==> config.mk <==
export PLATFORM = sky130hd
export DESIGN_NAME = regkey_lock
export DESIGN_NICKNAME = d
export VERILOG_FILES = /design/src/rtl/regkey_pkg.sv /design/src/rtl/regkey_window.sv /design/src/rtl/regkey_cell.sv /design/src/rtl/regkey_rdmux.sv /design/src/rtl/regkey_lock.sv
export SDC_FILE = /design/constraint.sdc
export NUM_CORES = 1
export LEC_CHECK = 0
export BUFFER_PORTS_ARGS = -buffer_cell sky130_fd_sc_hd__buf_2
export CELL_PAD_IN_SITES_DETAIL_PLACEMENT = 1
export CELL_PAD_IN_SITES_GLOBAL_PLACEMENT = 1
export CORE_ASPECT_RATIO = 1.25
export CORE_MARGIN = 2
export CORE_UTILIZATION = 44
export DETAILED_ROUTE_END_ITERATION = 10
export PLACE_DENSITY = 0.77
export SYNTH_ARGS = -nofsm -noshare
export SYNTH_HDL_FRONTEND = slang
export SYNTH_SLANG_ARGS = --single-unit
==> constraint.sdc <==
create_clock -name clk -period 1.85 [get_ports clk]
set_input_delay 0.185 -clock clk [delete_from_list [all_inputs] [get_ports clk]]
set_output_delay 0.185 -clock clk [all_outputs]
set_load 0.005 [all_outputs]
==> src/rtl/regkey_pkg.sv <==
package regkey_pkg;
  localparam int DW      = 8;
  localparam int AW      = 6;
  localparam int NREG    = 4;
  localparam int WIN_LEN = 4;

  localparam logic [AW-1:0] KEY_ADDR = 6'h3C;
  localparam logic [DW-1:0] KEY_VAL  = 8'hD8;

  // index 0: clock select, 1: clock prescale, 2: watchdog control, 3: core control
  localparam logic [NREG-1:0][AW-1:0] REG_ADDR = {6'h3A, 6'h31, 6'h37, 6'h36};
  localparam logic [NREG-1:0][DW-1:0] REG_MASK = {8'h10, 8'h2F, 8'hFF, 8'hFF};
endpackage

==> src/rtl/regkey_window.sv <==
module regkey_window #(
  parameter int DW      = 8,
  parameter int WIN_LEN = 4,
  parameter logic [DW-1:0] KEY_VAL = 8'hD8
) (
  input  logic          clk,
  input  logic          rst_n,
  input  logic          key_wr,
  input  logic [DW-1:0] key_data,
  input  logic          insn_tick,
  output logic          open_o
);
  localparam int CW = $clog2(WIN_LEN + 1);
  localparam logic [CW-1:0] LOAD = CW'(WIN_LEN);

  logic [CW-1:0] cnt_q, cnt_d;
  logic          sig_hit;
  logic          cnt_en;

  assign sig_hit = key_wr && (key_data == KEY_VAL);
  assign open_o  = (cnt_q != '0);

  // next state: a signature reloads, a tick drains an open window
  always_comb begin
    cnt_d  = cnt_q;
    cnt_en = 1'b0;
    if (sig_hit) begin
      cnt_d  = LOAD;
      cnt_en = 1'b1;
    end else if (insn_tick && open_o) begin
      cnt_d  = cnt_q - 1'b1;
      cnt_en = 1'b1;
    end
  end

  always_ff @(posedge clk or negedge rst_n) begin
    if (!rst_n) begin
      cnt_q <= '0;
    end else if (cnt_en) begin
      cnt_q <= cnt_d;
    end
  end
endmodule

==> src/rtl/regkey_cell.sv <==
module regkey_cell #(
  parameter int DW = 8,
  parameter logic [DW-1:0] MASK = '1
) (
  input  logic          clk,
  input  logic          rst_n,
  input  logic          we,
  input  logic          unlocked,
  input  logic [DW-1:0] wdata,
  output logic [DW-1:0] q
);
  logic [DW-1:0] q_d;
  logic [DW-1:0] take;

  // bits that accept the write: all when unlocked, only unguarded otherwise
  always_comb begin
    take = unlocked ? {DW{1'b1}} : ~MASK;
    q_d  = (q & ~take) | (wdata & take);
  end

  always_ff @(posedge clk or negedge rst_n) begin
    if (!rst_n) begin
      q <= '0;
    end else if (we) begin
      q <= q_d;
    end
  end
endmodule

==> src/rtl/regkey_rdmux.sv <==
module regkey_rdmux #(
  parameter int DW   = 8,
  parameter int AW   = 6,
  parameter int NREG = 4,
  parameter logic [AW-1:0] KEY_ADDR = 6'h3C,
  parameter logic [NREG-1:0][AW-1:0] REG_ADDR = '0
) (
  input  logic                     rd_en,
  input  logic [AW-1:0]            addr,
  input  logic                     open_i,
  input  logic [NREG-1:0][DW-1:0]  regs,
  output logic [DW-1:0]            rd_data
);
  always_comb begin
    rd_data = '0;
    if (rd_en) begin
      if (addr == KEY_ADDR) begin
        rd_data = {{(DW-1){1'b0}}, open_i};
      end
      for (int i = 0; i < NREG; i++) begin
        if (addr == REG_ADDR[i]) begin
          rd_data = regs[i];
        end
      end
    end
  end
endmodule

==> src/rtl/regkey_lock.sv <==
module regkey_lock
  import regkey_pkg::*;
#(
  parameter int P_DW      = regkey_pkg::DW,
  parameter int P_AW      = regkey_pkg::AW,
  parameter int P_NREG    = regkey_pkg::NREG,
  parameter int P_WIN_LEN = regkey_pkg::WIN_LEN,
  parameter logic [P_AW-1:0] P_KEY_ADDR = regkey_pkg::KEY_ADDR,
  parameter logic [P_DW-1:0] P_KEY_VAL  = regkey_pkg::KEY_VAL,
  parameter logic [P_NREG-1:0][P_AW-1:0] P_REG_ADDR = regkey_pkg::REG_ADDR,
  parameter logic [P_NREG-1:0][P_DW-1:0] P_REG_MASK = regkey_pkg::REG_MASK
) (
  input  logic              clk,
  input  logic              rst_n,
  input  logic [P_AW-1:0]   bus_addr,
  input  logic              bus_wr,
  input  logic [P_DW-1:0]   bus_wdata,
  input  logic              bus_rd,
  input  logic              insn_tick,
  input  logic              irq_req,
  output logic [P_DW-1:0]   rd_data,
  output logic [P_NREG-1:0] reg_we,
  output logic              irq_block,
  output logic              irq_fwd
);
  logic                          key_wr;
  logic                          win_open;
  logic [P_NREG-1:0][P_DW-1:0]   reg_q;

  assign key_wr = bus_wr && (bus_addr == P_KEY_ADDR);

  regkey_window #(
    .DW      (P_DW),
    .WIN_LEN (P_WIN_LEN),
    .KEY_VAL (P_KEY_VAL)
  ) win_i (
    .clk       (clk),
    .rst_n     (rst_n),
    .key_wr    (key_wr),
    .key_data  (bus_wdata),
    .insn_tick (insn_tick),
    .open_o    (win_open)
  );

  for (genvar g = 0; g < P_NREG; g++) begin : g_reg
    assign reg_we[g] = bus_wr && (bus_addr == P_REG_ADDR[g]);

    regkey_cell #(
      .DW   (P_DW),
      .MASK (P_REG_MASK[g])
    ) cell_i (
      .clk      (clk),
      .rst_n    (rst_n),
      .we       (reg_we[g]),
      .unlocked (win_open),
      .wdata    (bus_wdata),
      .q        (reg_q[g])
    );
  end

  regkey_rdmux #(
    .DW       (P_DW),
    .AW       (P_AW),
    .NREG     (P_NREG),
    .KEY_ADDR (P_KEY_ADDR),
    .REG_ADDR (P_REG_ADDR)
  ) rd_i (
    .rd_en   (bus_rd),
    .addr    (bus_addr),
    .open_i  (win_open),
    .regs    (reg_q),
    .rd_data (rd_data)
  );

  assign irq_block = win_open;
  assign irq_fwd   = irq_req && !win_open;
endmodule

==> results of run 1 <==
power by group:
part | internal, mW | switching [mW] | total, mW
clock | 0.340 | 0.280 | 0.619
sequential | 0.911 | 0.0774 | 0.989
combinational | 0.236 | 0.212 | 0.448
total | 1.49 | 0.569 | 2.06
routing by layer:
layer / share of wire / GRT usage / vias to the layer above
met5: 0 / 0 / -
met4: 0.018 / 0.0822 / 0
met3: 0.041 / 0.0469 / 9
met2: 0.53 / 0.390 / 36
met1: 0.41 / 0.248 / 680
li1: - / - / 611
cell type report:
cell class / instances / area, µm²
clock buffer: 8 / 100
tap: 56 / 70.1
fill: 457 / 1870
multi-input combinational: 92 / 906
inverter: 6 / 22.5
timing repair buffer: 43 / 253
sequential: 35 / 876
cells in the final DEF (no fill, tap or decap), drive strengths merged, types with 2 or more instances in the layout:
master,instances
a21oi,2
a221o,7
a31oi,2
and3,2
buf,43
clkbuf,8
dfrtp,35
ha,2
inv,6
mux2,39
nand2,5
nand3,2
nand4b,2
nor2,5
nor2b,2
o211a,7
final timing paths:
path                                              to  slack, ns  cells past startpoint
worst min-delay path            g_reg[3].cell_i.q[0]      -0.03                      1
worst max register to register             flip-flop       0.29                      6
max in group asynchronous       g_reg[3].cell_i.q[6]       1.37                      1
worst min register to register             flip-flop       0.50                      1
min in group clk                      win_i.cnt_q[1]       0.16                      2
worst max-delay path                      rd_data[0]       0.09                      7
metrics by stage:
step | util | hold slack (ns) | cells | setup slack, ns
floorplan | - | -0.111 | 145 | 0.243
global placement | 0.516 | 0.297 | 232 | 0.187
detailed placement | 0.516 | 0.324 | 232 | 0.158
CTS | 0.542 | 0.00879 | 240 | 0.00890
global route | 0.543 | 0.0275 | 240 | 0.0194
finish | 0.543 | -0.0289 | 240 | 0.0901
logic make-up after synthesis:
family | count (synthesis)
muxes | 40
DFF | 35
AOI/OAI and AO/OA | 21
adders and majority gates | 2
xor gates and xnor gates | 1
buffers and inverters | 18
and+or+nand+nor | 28
what timing repair did:
item / in CTS / in global routing
buffers inserted: 0 / 0
hold endpoints to repair: 0 / 0
endpoints found under the setup margin: 1 / 1
resized for setup: 1 / 3
==> results.md, run 1 <==
- Across every metal layer, demand over resource in global routing totals 0.216.
- Among all flip-flop cells after synthesis, the most frequent one is dfrtp_1.
- The first global-routing pass estimated 7980 µm of wire.
- For this run, asynchronously set or reset flops after synthesis account for 1.00.
- Of the synthesized area, sequential elements account for 0.469.
- The chip height is 76.8 µm.
- The signal on the critical path passes through inv_1 > ha_2 > nand2b_4 > a21oi_2 > o2bb2ai_1 > o221a_2 > buf_2.
- The via count of the first global-routing pass is 1532.
- At the worst endpoint, the required time is 1.66 ns.
- The maximum clock rate is 568 MHz.
- The final-stage net count is 205.
- In this run the horizontal extent of the chip is 62.3 µm.
- The proportion of layout cells with a drive suffix above 1 is 0.576.
- The number of DRC violations after detailed-routing iteration 0 is 72.
- The synthesized design contains 0 enable-type register cells.
- In the final timing run, aggregate negative setup slack is 0 ns.
- The dominant delay contributor by cell family on the critical path is compound AO/OA/AOI/OAI gates.
- The final weighted congestion in routability-driven placement is 0.805.
- The tightest hold path in the finished design has a slack of -0.0289 ns.
- In this run the worst hold path is classified as input pin to async pin.
- The minimum period implied by the final worst setup slack is 1.76 ns.
- The launching point of the worst reg2reg path is win_i.cnt_q[1].
- The portion of synthesized area spent on multiplexers is 0.241.
- The largest net degree at the start of global routing is 36.
- The initial utilization of the core area, before any placement, comes to 0.455.
- The critical path contains buffers and inverters numbering 2 combined.
- The final period utilization is 0.951.
- The post-synth design cell area is 1870 µm².
- The areal power density over the cells is 923 nW/µm².
- Of the total synthesized cell area, the portion taken by full adders, half adders and majority gates is 0.0134.
- The proportion of netlist area held by the largest area contributor is 0.469.
- Clock latency on the worst-skew pair, taken at its later pin, is 0.29 ns.
- The flow ran to the end, but the final reports show violations.
- The highest ir drop seen on vdd is 0.515 mV.
- The detail-routed via count per cell is 5.57.
- The library cell occupying the most area in the post-synthesis netlist is dfrtp_1.
- The number of hold buffers added after CTS was 0.
- The maximum buffer depth of the clock tree is 2.
- The routed wire length is 4740 µm.
- In the post-synthesis netlist, the biggest area contributors are dfrtp_1 47%, mux2_2 23%, a221o_2 4.2%.
- The classification of the worst setup path is flip-flop to primary output.
- The core region is 4100 µm².
- The vias after detailed routing is 1336.
- By area, the combinational part of the netlist is dominated by multiplexers.
- Summed over all layers, the global routing overflow is 0.
- The cell type of the slowest stage on the worst timing path is dfrtp_1.
- After clock tree synthesis, the clock-pin slew on the worst setup and hold paths is 0.07 ns.
- The net count after synthesis is 167.
- The tree is rooted in a clkbuf_8.
- The number of antenna diodes is 0.
- The die outline area is 4780 µm².
- Of the total synthesized cell area, the portion taken by XOR and XNOR cells is 0.00469.
- The post-route cell area is 2230 µm².
- The overall power is 2.06 mW.
- The final reports fail on hold timing.
- The final-report hold violation count is 35.
- In this run the remaining antenna-violating nets after routing total 0.
- Setup repair after global routing left no endpoint under its margin.
- The number of warnings reported in the yosys synthesis log is 0.
- The clock tree from TritonCTS is yes.
- The worst-margin pin slew is 0.797 ns.
- After detailed routing, the average wire length per cell comes to 19.8 µm.
- The simple-gate area share of the yosys netlist is 0.112.
- After synthesis, the netlist uses 37 different library cells.
- Tracing the worst setup path back leads to its startpoint at win_i.cnt_q[1].
- The largest driver fanout on the critical path is 6.
- For this run, the detailed router's first-pass iteration total came to 4.
- The commonest cells after synthesis are 38 x mux2_2, 35 x dfrtp_1, 7 x a221o_2, 7 x buf_4, 7 x o211a_1.
- For the final database, setup skew stands at 0.00391 ns.
- After synthesis the netlist holds a flip-flop and latch count of 35.
- Clock tree synthesis inserted a total of 5 buffers.
- The delay contributed by the slowest stage of the critical path is 0.38 ns.
- Measured against its own limit, the worst slew margin works out to 0.469.
- The cell count after synthesis is 145.
- The static power due to leakage is 1.19 nW.
- Counting every sink on the clock net gives 35.
- In this run the core area contains 26 standard-cell rows.
- The mean instance size in the synthesized netlist is 12.9 µm².
- STA classifies the critical path startpoint as a flip-flop.
- The H-tree was split into 2 levels.
- Relative to the synthesized area, the layout overhead comes to 19.3%.
- For this run, design rule violations remaining after detail routing come to 0.
- Setup violations remaining at the end of the flow were counted as 0.
- The number of max-slew violations in the final report is 0.
- The count of pins on the block boundary is 34.
- Across the run, the number of max-cap violations was 0.
- The placed instances occupy a cell area of 2110 µm².
- Among all cell types in the netlist, the one instantiated most often is mux2_2.
- The count of input and output buffers is 33.
- STA classifies the critical path endpoint as a primary output.
- At the worst endpoint, the arrival time is 1.57 ns.
- The initial antenna violation count was 0.
- The compound-cell area share of the yosys netlist is 0.107.
- After legalization and detailed placement, the total HPWL measured 3430 µm.
No activity file was read; power rests on OpenSTA's default activity.
==> inputs of run 2 (changes only) <==
Settings changed: MAX_ROUTING_LAYER from default to met4.
==> run 2 against run 1 <==
  * Critical path depth stayed put
  * Fmax is 0.50% higher
  * Sequential cell count stayed put
  * Sequential share of layout area stayed put
  * Sequential power hardly changed
  * Count of clock-buffer cells in the layout stayed put
  * Core utilization stayed put
  * First-iteration DRC count is 17% higher
  * Critical path type unchanged
  * Total power hardly changed
  * Cell area stayed put
  * Clock skew is 0.00059 ns lower
  * The flow still finishes with violations (hold timing)
  * Cell count stayed put
==> results.md, run 2 (synthesized netlist as in run 1, its figures left out) <==
- The worst-case register-to-register setup slack is 0.29 ns.
- Dividing the detail-routed via count by the number of cells gives 5.58.
- The number of DRC violations after detailed-routing iteration 0 is 84.
- Once layout is done, the placed cells without fillers occupy 2230 µm².
- The number of max-slew violations in the final report was 0.
- The routed wire length is 4740 µm.
- The final-report hold violation count is 35.
- In the finished design, the share of the clock period the worst path needs comes to 0.947.
- Across all hold checks on the routed design, the worst slack comes to -0.0148 ns.
- Before antenna repair, the detailed router went through 4 iterations.
- Of the cells placed in the final design, the portion with a size suffix greater than 1 is 0.576.
- The filler cell count is 457.
- The largest net degree at the start of global routing is 36.
- The clock slew at the register clock pins of the worst setup and hold paths is 0.07 ns.
- The chip height is 76.8 µm.
- The summed negative setup slack over all endpoints is 0 ns.
- The CTS buffer count is 5.
- The worst relative slew slack is 0.456.
- Once detail routing completed, the nets flagged for antenna violations numbered 0.
- The leftover overflow at the end of global routing is 0.
- The latest clock arrival within the worst-skew pair is 0.29 ns.
- The initial antenna violation count is 0.
- The post-detailed-placement cell area is 2110 µm².
- Data on the critical path arrives at its endpoint at 1.57 ns.
- The repair_antennas step left the layout with diodes totalling 0.
- In the layout the commonest cells are 38 x mux2_2, 35 x dfrtp_1, 33 x buf_2.
- STA classifies the critical path startpoint as a flip-flop.
- In this run the horizontal extent of the chip is 62.3 µm.
- The count of pins on the block boundary is 34.
- The worst-case reg-to-reg path depth is 6.
- Setup repair after global routing left no endpoint under its margin.
- For this design the static power due to leakage is 1.19 nW.
- The wire-length estimate of the detail-placed layout is 3430 µm.
- The total global routing track utilization is 0.223.
- At the end of routability-driven placement, the weighted congestion stood at 0.817.
- The final-stage net count is 205.
- The final reports fail on hold timing.
- The starting density of the core is 0.455.
- The worst-margin pin slew is 0.815 ns.
- The area of the core is 4100 µm².
- The number of buffers added for setup after CTS is 0.
- Setup violations remaining at the end of the flow were counted as 0.
- The number of sinks driven by the clock tree is 35.
- The library cell used most frequently in the layout, excluding fill and tap cells, is mux2_2.
- At the worst endpoint, the required time is 1.66 ns.
- The largest driver fanout on the critical path is 6.
- STA classifies the critical path endpoint as a primary output.
- The global-route wire length before repair is 8010 µm.
- The min-delay analysis places its worst path in the category input pin to async pin.
- The minimum period implied by the final worst setup slack is 1.75 ns.
- The die outline area is 4780 µm².
- The vias after detailed routing is 1339.
- The worst setup path startpoint is win_i.cnt_q[1].
- The launching point of the worst reg2reg path is win_i.cnt_q[1].
- The critical path is of the flip-flop to primary output type.
- The maximum clock rate is 571 MHz.
- The capturing element of the worst setup path is rd_data[0].
- The CTS H-tree depth is 2.
- The areal power density over the cells is 923 nW/µm².
- The flow ran to the end, but the final reports show violations.
- The initialized floorplan defines 26 standard-cell rows.
- TritonCTS built the clock tree.
- The root buffer cell is clkbuf_8.
- The number of design rule violations left after detail routing is 0.
- The routed wirelength normalized by instance count is 19.7 µm.
- The maximum clock skew at final layout is 0.00332 ns.
- The count of input and output buffers is 33.
- Relative to the synthesized area, the layout overhead comes to 19.3%.
- The maximum buffer depth of the clock tree is 2.
- Across the run, the number of max-cap violations was 0.
- The via count of the first global-routing pass is 1525.
- The highest ir drop seen on vdd is 0.529 mV.
[run 2: what timing repair did]
action                                  4_1_cts  5_1_grt
resized for setup                             1        3
gates cloned                                  0        0
endpoints found under the setup margin        1        1
pin swaps                                     0        0
hold buffers                                  0        0
[run 2: final cells by class]
| type | instances | area (µm²) | area share |
|---|---|---|---|
| Timing Repair Buffer | 43 | 253 | 0.113 |
| Clock buffer | 8 | 100 | 0.0449 |
| Multi-Input combinational cell | 92 | 906 | 0.407 |
| Inverter | 6 | 22.5 | 0.0101 |
| Tap cell | 56 | 70.1 | 0.0315 |
| Sequential cell | 35 | 876 | 0.393 |
[run 2: critical path, cell delays in order (launching register included)]
cell and delay (ns):
dfrtp_1 0.38, inv_1 0.08, ha_2 0.19, nand2b_4 0.08, a21oi_2 0.12, o2bb2ai_1 0.08
o221a_2 0.22, buf_2 0.12
[run 2: worst min path at each step]
stage,from,to,slack (ns),cells past startpoint
2_1_floorplan,rst_n,async pin,-0.11,0
3_5_place_dp,rst_n,g_reg[3].cell_i.q[0],0.32,1
6_report,rst_n,g_reg[3].cell_i.q[0],-0.01,1
3_3_place_gp,rst_n,g_reg[3].cell_i.q[0],0.30,1
4_1_cts,rst_n,g_reg[3].cell_i.q[0],0.009,1
5_1_grt,rst_n,win_i.cnt_q[1],0.03,1
[run 2: through the flow]
step                      hold WS (ns)  setup slack (ns)   util  power, mW  instances
after floorplan                 -0.111             0.243      -       1.26        145
after global placement           0.297             0.187  0.516       1.38        232
after detailed placement         0.324             0.158  0.516       1.43        232
after CTS                      0.00879           0.00890  0.542       2.06        240
after global routing            0.0350            0.0194  0.543       2.16        240
final                          -0.0148            0.0989  0.543       2.06        240
[run 2: power breakdown]
group	leakage (nW)	switching [mW]	total [mW]	internal [mW]
combinational	0.673	0.212	0.448	0.236
sequential	0.461	0.0769	0.988	0.911
clock	0.0515	0.280	0.619	0.340
[run 2: metal layers]
metal	GRT usage	up-vias	wire, µm
met5	-	-	0
met3	0.0469	9	213
met1	0.249	673	1920
met2	0.391	43	2510
met4	0.0822	0	87
li1	-	614	-
==> inputs of run 3 (changes only) <==
Settings changed: RECOVER_POWER from default to 25.
==> run 3 against run 2 <==
  * The run now ends clean
  * Setup slack about the same
  * Register-to-register slack barely moved
  * Die area unchanged
  * Hold slack gained 0.031 ns
  * First-iteration DRC count is the same
  * Count of clock-buffer cells in the layout stayed put
  * Critical path type unchanged
  * Critical endpoint unchanged
==> results.md, run 3 (synthesized netlist as in run 1, its figures left out) <==
- The flow ran to the end, and the final reports show no timing, DRC or antenna violations.
- The dominant delay contributor by cell family on the critical path is compound AO/OA/AOI/OAI gates.
- The static power due to leakage is 1.19 nW.
- The largest net degree at the start of global routing is 36.
- TritonCTS built the clock tree.
- The starting density of the core is 0.455.
- The worst-case register-to-register setup slack is 0.29 ns.
- For this run, the post-layout net count is 205.
- The filler cell count is 457.
- Walking the worst path, the cells encountered are inv_1 > ha_2 > nand2b_4 > a21oi_2 > o2bb2ai_1 > o221a_2 > buf_2.
- Across every metal layer, demand over resource in global routing totals 0.223.
- The leftover overflow at the end of global routing is 0.
- The routed wirelength normalized by instance count is 19.7 µm.
- The classification of the worst setup path is flip-flop to primary output.
- In this run the worst hold path is classified as input pin to async pin.
- The clock slew at the register clock pins of the worst setup and hold paths is 0.07 ns.
- Subtracting the final worst setup slack from the clock period gives 1.75 ns.
- The die width is 62.3 µm.
- The worst setup path is captured at a primary output.
- The detailed-routing iteration count for the pre-antenna-repair pass is 4.
- The count of input and output buffers is 33.
- STA classifies the critical path startpoint as a flip-flop.
- Across the whole layout, storage elements account for 876 µm².
- The count of endpoints failing setup in the final report is 0.
- The worst relative slew slack is 0.392.
- Of the cells placed in the final design, the portion with a size suffix greater than 1 is 0.576.
- 0 antenna diodes ended up in the layout.
- For the worst setup path, the data arrival time is 1.57 ns.
- The routed wire length is 4740 µm.
- In this run the worst setup path begins at win_i.cnt_q[1].
- In this design, the stage delay of the slowest critical-path cell is 0.38 ns.
- The number of design rule violations left after detail routing is 0.
- The number of cells in the design after placement is 232.
- The chip height is 76.8 µm.
- The post-placement worst setup slack is 0.158 ns.
- CTS saw 35 sinks.
- In the routed layout, each cell is associated on average with a via count of 5.58.
- For the worst-skew pair, the clock arrives at the later sink with an insertion delay of 0.29 ns.
- The via count of the first global-routing pass was 1525.
- The highest ir drop seen on vdd is 0.529 mV.
- Together, buffers and inverters on the worst path number 2.
- The library cell used most frequently in the layout, excluding fill and tap cells, is mux2_2.
- The launching point of the worst reg2reg path is win_i.cnt_q[1].
- The number of logic stages on the critical path including buffering is 7.
- In the final timing run, aggregate negative setup slack is 0 ns.
- The clock passes through at most 2 buffers.
- For the final database, setup skew stands at 0.00332 ns.
- The number of DRC violations after detailed-routing iteration 0 is 84.
- The floorplan step defined a die boundary enclosing 4780 µm².
- The root buffer cell is clkbuf_8.
- The area of the core is 4100 µm².
- The detail route stage leaves a number of antenna-violating nets equal to 0.
- The data required time of the worst path is 1.66 ns.
- The final-report hold violation count came to 0.
- During I/O placement, the number of pins put on the boundary was 34.
- The initial antenna violation count is 0.
- For this design, the CTS-stage hold fixing added 0 buffers.
- Measured in cells, the most critical reg-to-reg path has a length of 6.
- The worst-margin pin slew is 0.913 ns.
- Dividing total power by cell area gives a power density of 923 nW/µm².
- The most critical setup path has its endpoint at rd_data[0].
- Setup repair after global routing left no endpoint under its margin.
- The CTS buffer count is 5.
- The floorplan has 26 rows.
- For this run, the number of standard cells in the final layout without fillers is 240.
- The vias after detailed routing is 1339.
- The number of max-slew violations in the final report is 0.
- The placed wire-length estimate after detailed placement is 3430 µm.
- The largest driver fanout on the critical path is 6.
- The final period utilization is 0.947.
- The post-layout worst setup margin is 0.0989 ns.
- Across the run, the number of max-cap violations was 0.
- The slowest stage of the critical path belongs to the cell dfrtp_1.
- The global-route wire length before repair is 8010 µm.
- Derived from the worst setup path, the maximum achievable clock frequency is 571 MHz.
- From synthesis to final layout, the design area changed by 19.3%.
- The library cells used most frequently in the layout, excluding fill and tap cells, are 38 x mux2_2, 35 x dfrtp_1, 32 x buf_2.
- The CTS H-tree depth is 2.
- The multi-input combinational cells in the finished layout cover a total of 906 µm².
- The final weighted congestion in routability-driven placement is 0.817.
[run 3: changes by cell type in the layout (fill, tap and decap cells not counted)]
cell | previous run | this run
buf_2 | 33 | 32
clkbuf_2 | 0 | 1
[run 3: area by class of cell]
| cell class | count | share of cell area |
|---|---|---|
| multi-input combinational | 92 | 0.407 |
| clock buffer | 8 | 0.0449 |
| inverter | 6 | 0.0101 |
| tap | 56 | 0.0315 |
| sequential | 35 | 0.393 |
| timing repair buffer | 43 | 0.113 |
[run 3: worst min-delay path by stage]
stage | cells past startpoint | to
after floorplan | 0 | async pin
after global routing | 1 | win_i.cnt_q[1]
after detailed placement | 1 | g_reg[3].cell_i.q[0]
final | 1 | g_reg[3].cell_i.q[0]
after global placement | 1 | g_reg[3].cell_i.q[0]
after CTS | 1 | g_reg[3].cell_i.q[0]
[run 3: power breakdown]
group	total [mW]	switching [mW]	internal, mW
Sequential	0.988	0.0769	0.911
Combinational	0.448	0.212	0.236
Clock	0.619	0.280	0.340
Total	2.06	0.568	1.49
[run 3: metrics by stage]
stage	cell area (µm²)	total power, mW	utilization	hold slack, ns
floorplan	1870	1.26	-	-0.111
global placement	2110	1.38	0.516	0.297
detailed placement	2110	1.43	0.516	0.324
CTS	2220	2.06	0.542	0.00879
global route	2230	2.16	0.543	0.0727
finish	2230	2.06	0.543	0.0165
[run 3: repair_timing]
item / 4_1_cts / 5_1_grt
resized for setup: 1 / 3
setup buffers: 0 / 0
endpoints found under the hold margin: 0 / 0
pin swaps: 0 / 0
endpoints found under the setup margin: 1 / 1
[run 3: worst register-to-register path, stage by stage, from the launching register on]
cell and delay [ns]:
dfrtp_1 0.35, inv_1 0.06, ha_2 0.18, nand2b_4 0.10, and4b_1 0.21, buf_4 0.19, mux2_2 0.36
[run 3: routing by layer]
| layer | track usage | part of all wire |
|---|---|---|
| met1 | 0.249 | 0.41 |
| met2 | 0.391 | 0.53 |
| met3 | 0.0469 | 0.045 |
| met4 | 0.0822 | 0.018 |
| met5 | - | 0 |
